===== src/rtl/bank_addr_demux_pkg.sv =====
package bank_addr_demux_pkg;

    // Phase state: a single flop whose true output is phi2
    typedef enum logic {
        PH_LOW  = 1'b0,
        PH_HIGH = 1'b1
    } phase_t;

    // Cycle kind, bit order {program qualifier, data qualifier}
    typedef enum logic [1:0] {
        CYC_INTERNAL = 2'b00,
        CYC_DATA     = 2'b01,
        CYC_OPERAND  = 2'b10,
        CYC_OPCODE   = 2'b11
    } cyc_kind_t;

endpackage


===== src/rtl/bad_phase_gen.sv =====
module bad_phase_gen
    import bank_addr_demux_pkg::*;
(
    input  logic clk2x,
    input  logic rst_n,
    output logic phi2,
    output logic phi2_n,
    output logic load_bank
);

    phase_t state_q;
    phase_t state_d;

    // State register
    always_ff @(posedge clk2x or negedge rst_n) begin
        if (!rst_n) begin
            state_q <= PH_LOW;
        end else begin
            state_q <= state_d;
        end
    end

    // Next state: PH_LOW -> PH_HIGH (rise), PH_HIGH -> PH_LOW (fall)
    always_comb begin
        state_d = state_q;
        unique case (state_q)
            PH_LOW:  state_d = PH_HIGH;
            PH_HIGH: state_d = PH_LOW;
        endcase
    end

    // Outputs: true and complement of the one state flop
    always_comb begin
        phi2      = 1'b0;
        phi2_n    = 1'b1;
        load_bank = 1'b0;
        unique case (state_q)
            PH_LOW: begin
                phi2      = 1'b0;
                phi2_n    = 1'b1;
                load_bank = 1'b1;
            end
            PH_HIGH: begin
                phi2      = 1'b1;
                phi2_n    = 1'b0;
                load_bank = 1'b0;
            end
        endcase
    end

endmodule


===== src/rtl/bank_hold.sv =====
module bank_hold #(
    parameter int BANK_W = 8
) (
    input  logic              clk2x,
    input  logic              rst_n,
    input  logic              load_bank,
    input  logic [BANK_W-1:0] shared_bus,
    output logic [BANK_W-1:0] bank_q
);

    // Follows the pins in the low phase; the last load happens on the
    // edge that raises phi2, so the held value is the one at that edge.
    always_ff @(posedge clk2x or negedge rst_n) begin
        if (!rst_n) begin
            bank_q <= '0;
        end else if (load_bank) begin
            bank_q <= shared_bus;
        end
    end

endmodule


===== src/rtl/cycle_classify.sv =====
module cycle_classify
    import bank_addr_demux_pkg::*;
(
    input  logic      phi2,
    input  logic      valid_data,
    input  logic      valid_prog,
    output cyc_kind_t kind,
    output logic      access_stb
);

    always_comb begin
        kind = CYC_INTERNAL;
        unique case ({valid_prog, valid_data})
            2'b11: kind = CYC_OPCODE;
            2'b10: kind = CYC_OPERAND;
            2'b01: kind = CYC_DATA;
            2'b00: kind = CYC_INTERNAL;
        endcase
    end

    always_comb begin
        access_stb = phi2 && (kind != CYC_INTERNAL);
    end

endmodule


===== src/rtl/bank_addr_demux.sv =====
module bank_addr_demux
    import bank_addr_demux_pkg::*;
#(
    parameter int BANK_W = 8,
    parameter int LOW_W  = 16,
    localparam int FULL_W = BANK_W + LOW_W
) (
    input  logic              clk2x,
    input  logic              rst_n,
    input  logic [BANK_W-1:0] shared_bus,
    input  logic [LOW_W-1:0]  cpu_addr,
    input  logic              valid_data,
    input  logic              valid_prog,
    output logic              phi2,
    output logic              phi2_n,
    output logic [FULL_W-1:0] full_addr,
    output logic [1:0]        cyc_kind,
    output logic              access_stb
);

    logic              load_bank;
    logic [BANK_W-1:0] bank_q;
    cyc_kind_t         kind;

    bad_phase_gen u_phase (
        .clk2x     (clk2x),
        .rst_n     (rst_n),
        .phi2      (phi2),
        .phi2_n    (phi2_n),
        .load_bank (load_bank)
    );

    bank_hold #(.BANK_W(BANK_W)) u_bank (
        .clk2x      (clk2x),
        .rst_n      (rst_n),
        .load_bank  (load_bank),
        .shared_bus (shared_bus),
        .bank_q     (bank_q)
    );

    cycle_classify u_class (
        .phi2       (phi2),
        .valid_data (valid_data),
        .valid_prog (valid_prog),
        .kind       (kind),
        .access_stb (access_stb)
    );

    assign full_addr = {bank_q, cpu_addr};
    assign cyc_kind  = kind;

endmodule


===== config.mk =====
export PLATFORM = sky130hd
export DESIGN_NAME = bank_addr_demux
export DESIGN_NICKNAME = d
export VERILOG_FILES = /design/src/rtl/bank_addr_demux_pkg.sv /design/src/rtl/bad_phase_gen.sv /design/src/rtl/bank_hold.sv /design/src/rtl/cycle_classify.sv /design/src/rtl/bank_addr_demux.sv
export SDC_FILE = /design/constraint.sdc
export NUM_CORES = 1
export LEC_CHECK = 0
export ABC_AREA = 0
export BUFFER_PORTS_ARGS = -buffer_cell sky130_fd_sc_hd__buf_4
export CAP_MARGIN = 15
export CORE_MARGIN = 4
export CORE_UTILIZATION = 34
export CTS_BUF_LIST = sky130_fd_sc_hd__clkbuf_8
export DETAILED_ROUTE_END_ITERATION = 10
export PLACE_DENSITY = 0.81
export SYNTH_ARGS = -nofsm -noshare
export SYNTH_HDL_FRONTEND = slang
export SYNTH_SLANG_ARGS = --single-unit

===== constraint.sdc =====
create_clock -name clk2x -period 1.1 [get_ports clk2x]
set_input_delay 0.055 -clock clk2x [delete_from_list [all_inputs] [get_ports clk2x]]
set_output_delay 0.055 -clock clk2x [all_outputs]
set_load 0.03 [all_outputs]

---- Word level (Yosys, flattened, before mapping) ----
Cells that the tools add are included.
word-level totals
  register bits ........................... 9
  bits of input ports ..................... 28
  output and inout port bits .............. 29
  word-level logic and storage cells ...... 12
operators by class
  eq/ne operators ......................... 3
  multiplexer cells ....................... 3
  bitwise logic cells ..................... 1
  reductions and logical operators ........ 3
operators with widths
  cell                                                 count
  case mux 2 bit (4 select lines)                      1
  equality test 2 bit, second input constant           2
  case mux 1 bit (2 select lines)                      2
  equality test 2 x 1 -> 1 bit, second input constant  1
  zero test 2 bit                                      1
  nonzero test 2 bit                                   1
  logical AND 1 bit                                    1
  inverter 1 bit                                       1

---- Depth between registers and ports, before layout ----
  word-level depth ........................ 4
  depth in mapped cells ................... 2
  gate-level depth less buffers ........... 1

---- Hierarchy ----
A second synthesis with hierarchy kept.
second synthesis, totals
  cell total of the unflattened synthesis .. 39
  area, all modules ....................... 503.0 µm²
by module, submodules not included
  module           instances  cells each  area each (µm²)  sequential area each (µm²)
  bank_hold        1          17          331.6            200.2
  bank_addr_demux  1          16          120.1            0.0
  bad_phase_gen    1          3           36.3             25.0
  cycle_classify   1          3           15.0             0.0

---- Worst setup path after synthesis ----
Ideal clock, no wire load.
  path kind ............................... reg2reg
  start ................................... reg u_phase.state_q
  end ..................................... reg u_bank.bank_q[0]
  library setup time ...................... 125 ps
  arrival time ............................ 1002 ps
  data required time ...................... 975 ps
  setup slack ............................. -27 ps
  stages on the path, launching flop included .. 3
  path buffers ............................ 1
  clock period less this slack ............ 1127 ps
  cell sequence ........................... dfrtp_1 buf_6 mux2_4
on the way
  cells in the longest elaborated chain, start to end .. 2
RTL lines
  what                               line                 RTL
  start, declared                    bad_phase_gen.sv:11  phase_t state_q;
  start signal, assigned             bad_phase_gen.sv:19  state_q <= state_d;
  inverter 1 bit                     bad_phase_gen.sv:37  unique case (state_q)
  case mux 1 bit (2 select lines) *  bad_phase_gen.sv:37
  end signal, assigned               bank_hold.sv:17      bank_q <= shared_bus;
  end, declared                      bank_hold.sv:8       output logic [BANK_W-1:0] bank_q
Mark *: on every way between the ends. The rest lies on a longest branch, timed or not.
A chain may end at the register's enable or synchronous reset.

---- Final worst setup path ----
  start ................................... reg u_phase.state_q
  end ..................................... reg u_bank.bank_q[7]
Same word-level chain as after synthesis.

==> flow_metrics.env <==
export IMPL_mostFrequentLayoutCells="buf_4 (26), mux2_4 (8), dfrtp_1 (8)"
export IMPL_r2r_start="u_phase.state_q$_DFF_PN0_"
export IMPL_yosys_warnings=0
export IMPL_grt_usage=0.08946
export IMPL_hp_class="in2reg"
export IMPL_start_util=0.3715
export IMPL_io_buffer_count=24
export IMPL_rr_endpoint="u_bank.bank_q[7]$_DFFE_PN0N_"
export IMPL_drc=0
export IMPL_drt_iter0_markers=0
export IMPL_critPathLaunchType="flop"
export IMPL_root_buffer="clkbuf_8"
export IMPL_netlist_area_um2=495.5
export IMPL_total_power_uw=859.1
export IMPL_area_delta_synth_final_pct=26.52
export IMPL_hold_violations=0
export IMPL_rows=13
export IMPL_cp_num_buf_inv=1
export IMPL_place_hpwl_um=636.3
export IMPL_cts_resized=0
export IMPL_synth_avg_cell_area_um2=13.04
export IMPL_setup_viol=0
export IMPL_timing_final_crit_period_ns=1.009
export IMPL_n_antenna_cell=0
export IMPL_power_density_nw_per_um2=1371
export IMPL_firstDrtPassIters=1
export IMPL_syn_instance_count=38
export IMPL_cts_tree="yes"
export IMPL_grt_pass1_wl_um=1373
export IMPL_path_class="reg2reg"
export IMPL_viasPerCell=4.400
export IMPL_wirelength_um=851
export IMPL_fin_worst_skew_ns=0.002658
export IMPL_h_tree_depth=1
export IMPL_drive_above_1_share=0.7600
export IMPL_final_common_cell="buf_4"
export IMPL_vias=286
export IMPL_critical_path_max_stage_delay_ns=0.43
export IMPL_die_h_um=46.18
export IMPL_required_ns=1.21
export IMPL_seq_area_frac_synth=0.4545
export IMPL_cap_violations=0
export IMPL_grt_overflow_total=0
export IMPL_clk_latency_ns=0.22
export IMPL_critPathTopFamily="flip-flops"
export IMPL_gp_congestion=0.5540
export IMPL_grt_pass1_vias=334
export IMPL_cp_max_fo=5
export IMPL_max_freq_mhz=990.9
export IMPL_slew_headroom=0.9214
export IMPL_hold_start="shared_bus[6]"
export IMPL_cts_sinks=9
export IMPL_path_cells="buf_4 > mux2_4"
export IMPL_path_clk_slew_ns=0.05
export IMPL_core_area_um2=1334
export IMPL_r2r_setup_slack_ns=0.09
export IMPL_peakVddDrop_mv=0.4238
export IMPL_fin_crit_sh=0.9175
export IMPL_clockBufferDepth=2
export IMPL_crit_path_top_delay_cell="dfrtp_2"
export IMPL_worst_slew_pin_slew_ns=0.1179
export IMPL_dieArea_um2=2132
export IMPL_synth_net_count=66
export IMPL_slew_violations=0
export IMPL_wire_per_inst_um=13.09
export IMPL_layout_nets=79
export IMPL_worstHoldPathCells=2
export IMPL_rsz0062_at_grt="false"
export IMPL_outcome="completed"
export IMPL_die_w_um=46.18
export IMPL_reg2regPathDepth=2
export IMPL_worstPathArrival_ns=1.11
export IMPL_ios=57
export IMPL_numCtsBuffers=3
export IMPL_ys_types=7
export IMPL_antenna_found_initial=0
export IMPL_fin_tns_setup_ns=0
export IMPL_p_leak_nw=0.3463
export IMPL_ant_nets=0
export IMPL_holdPathEnd="u_bank.bank_q[6]$_DFFE_PN0N_"
export IMPL_end_kind="flop"
export IMPL_ys_ff_latch=9
export IMPL_grt_max_degree=10
-- synth_stat cells --
master / count / share of area
inv_1: 1 / 0.0076
o21a_1: 1 / 0.015
dfrtp_1: 9 / 0.45
buf_4: 16 / 0.24
mux2_4: 8 / 0.24
buf_6: 1 / 0.023
clkbuf_1: 2 / 0.015
-- worst reg2reg max path: cells and delay by family (launching register included) --
family,cells,cell delay [ns]
buffers and inverters,1,0.17
DFF,1,0.43
muxes,1,0.29
-- registers in the layout (all words and copies together), names as in the netlist --
signal	count
u_phase.state_q	1
u_bank.bank_q	8
-- cell families (layout without fill, tap and decap cells) --
group | count (synthesis) | count (layout) | synth area share
buffers and inverters | 20 | 32 | 0.2879
DFF | 9 | 9 | 0.4546
muxes | 8 | 8 | 0.2424
AOI/OAI and AO/OA | 1 | 1 | 0.01516
-- through the flow --
| step | std cells | instance area (um2) | worst slack, ns | hold slack [ns] | util |
|---|---|---|---|---|---|
| 2_1_floorplan | 38 | 496.7 | 0.05897 | -0.2406 | - |
| 3_3_place_gp | 58 | 556.8 | 0.1281 | -0.1205 | 0.4174 |
| 3_5_place_dp | 58 | 556.8 | 0.1090 | -0.1148 | 0.4174 |
| 4_1_cts | 65 | 626.9 | 0.08657 | 0.05616 | 0.4700 |
| 5_1_grt | 65 | 626.9 | 0.06417 | 0.05414 | 0.4700 |
| 6_report | 65 | 626.9 | 0.09079 | 0.05996 | 0.4700 |
-- layer usage --
layer | part of all wire | wire (um) | up-vias | GRT usage
met5 | 0 | 0 | - | 0
met4 | 0.014 | 12 | 0 | 0.06250
met3 | 0.14 | 115 | 6 | 0.02734
met2 | 0.48 | 408 | 20 | 0.1593
met1 | 0.37 | 315 | 132 | 0.08551
li1 | - | - | 128 | -
-- worst max-delay path by stage --
stage                              start                            to  cells past startpoint
2_1_floorplan  u_phase.state_q$_DFF_PN0_  u_bank.bank_q[0]$_DFFE_PN0N_                      2
3_3_place_gp   u_phase.state_q$_DFF_PN0_  u_bank.bank_q[7]$_DFFE_PN0N_                      1
3_5_place_dp   u_phase.state_q$_DFF_PN0_  u_bank.bank_q[1]$_DFFE_PN0N_                      1
4_1_cts        u_phase.state_q$_DFF_PN0_  u_bank.bank_q[1]$_DFFE_PN0N_                      2
5_1_grt        u_phase.state_q$_DFF_PN0_  u_bank.bank_q[7]$_DFFE_PN0N_                      2
6_report       u_phase.state_q$_DFF_PN0_  u_bank.bank_q[7]$_DFFE_PN0N_                      2
-- what timing repair did --
item / 4_1_cts / 5_1_grt
endpoints found under the setup margin: 2 / 0
endpoints found under the hold margin: 9 / 0
hold buffers: 1 / 0
buffers inserted: 2 / 0
-- power by group --
group / switching, mW / leakage (nW) / internal [mW]
Clock: 0.122 / 0.0269 / 0.242
Combinational: 0.0668 / 0.217 / 0.0728
Sequential: 0.00837 / 0.102 / 0.347
Total: 0.197 / 0.346 / 0.662
-- layout make-up --
| type | instances | area (um2) |
|---|---|---|
| clock buffers | 3 | 41.29 |
| flip-flops and latches | 9 | 226.5 |
| clock inverters | 1 | 3.754 |
| fillers | 120 | 706.9 |
| well taps | 15 | 18.77 |
| repair buffers | 27 | 205.2 |
| inverters | 1 | 3.754 |
| multi-input cells | 9 | 127.6 |
(Power assumes the default switching activity.)
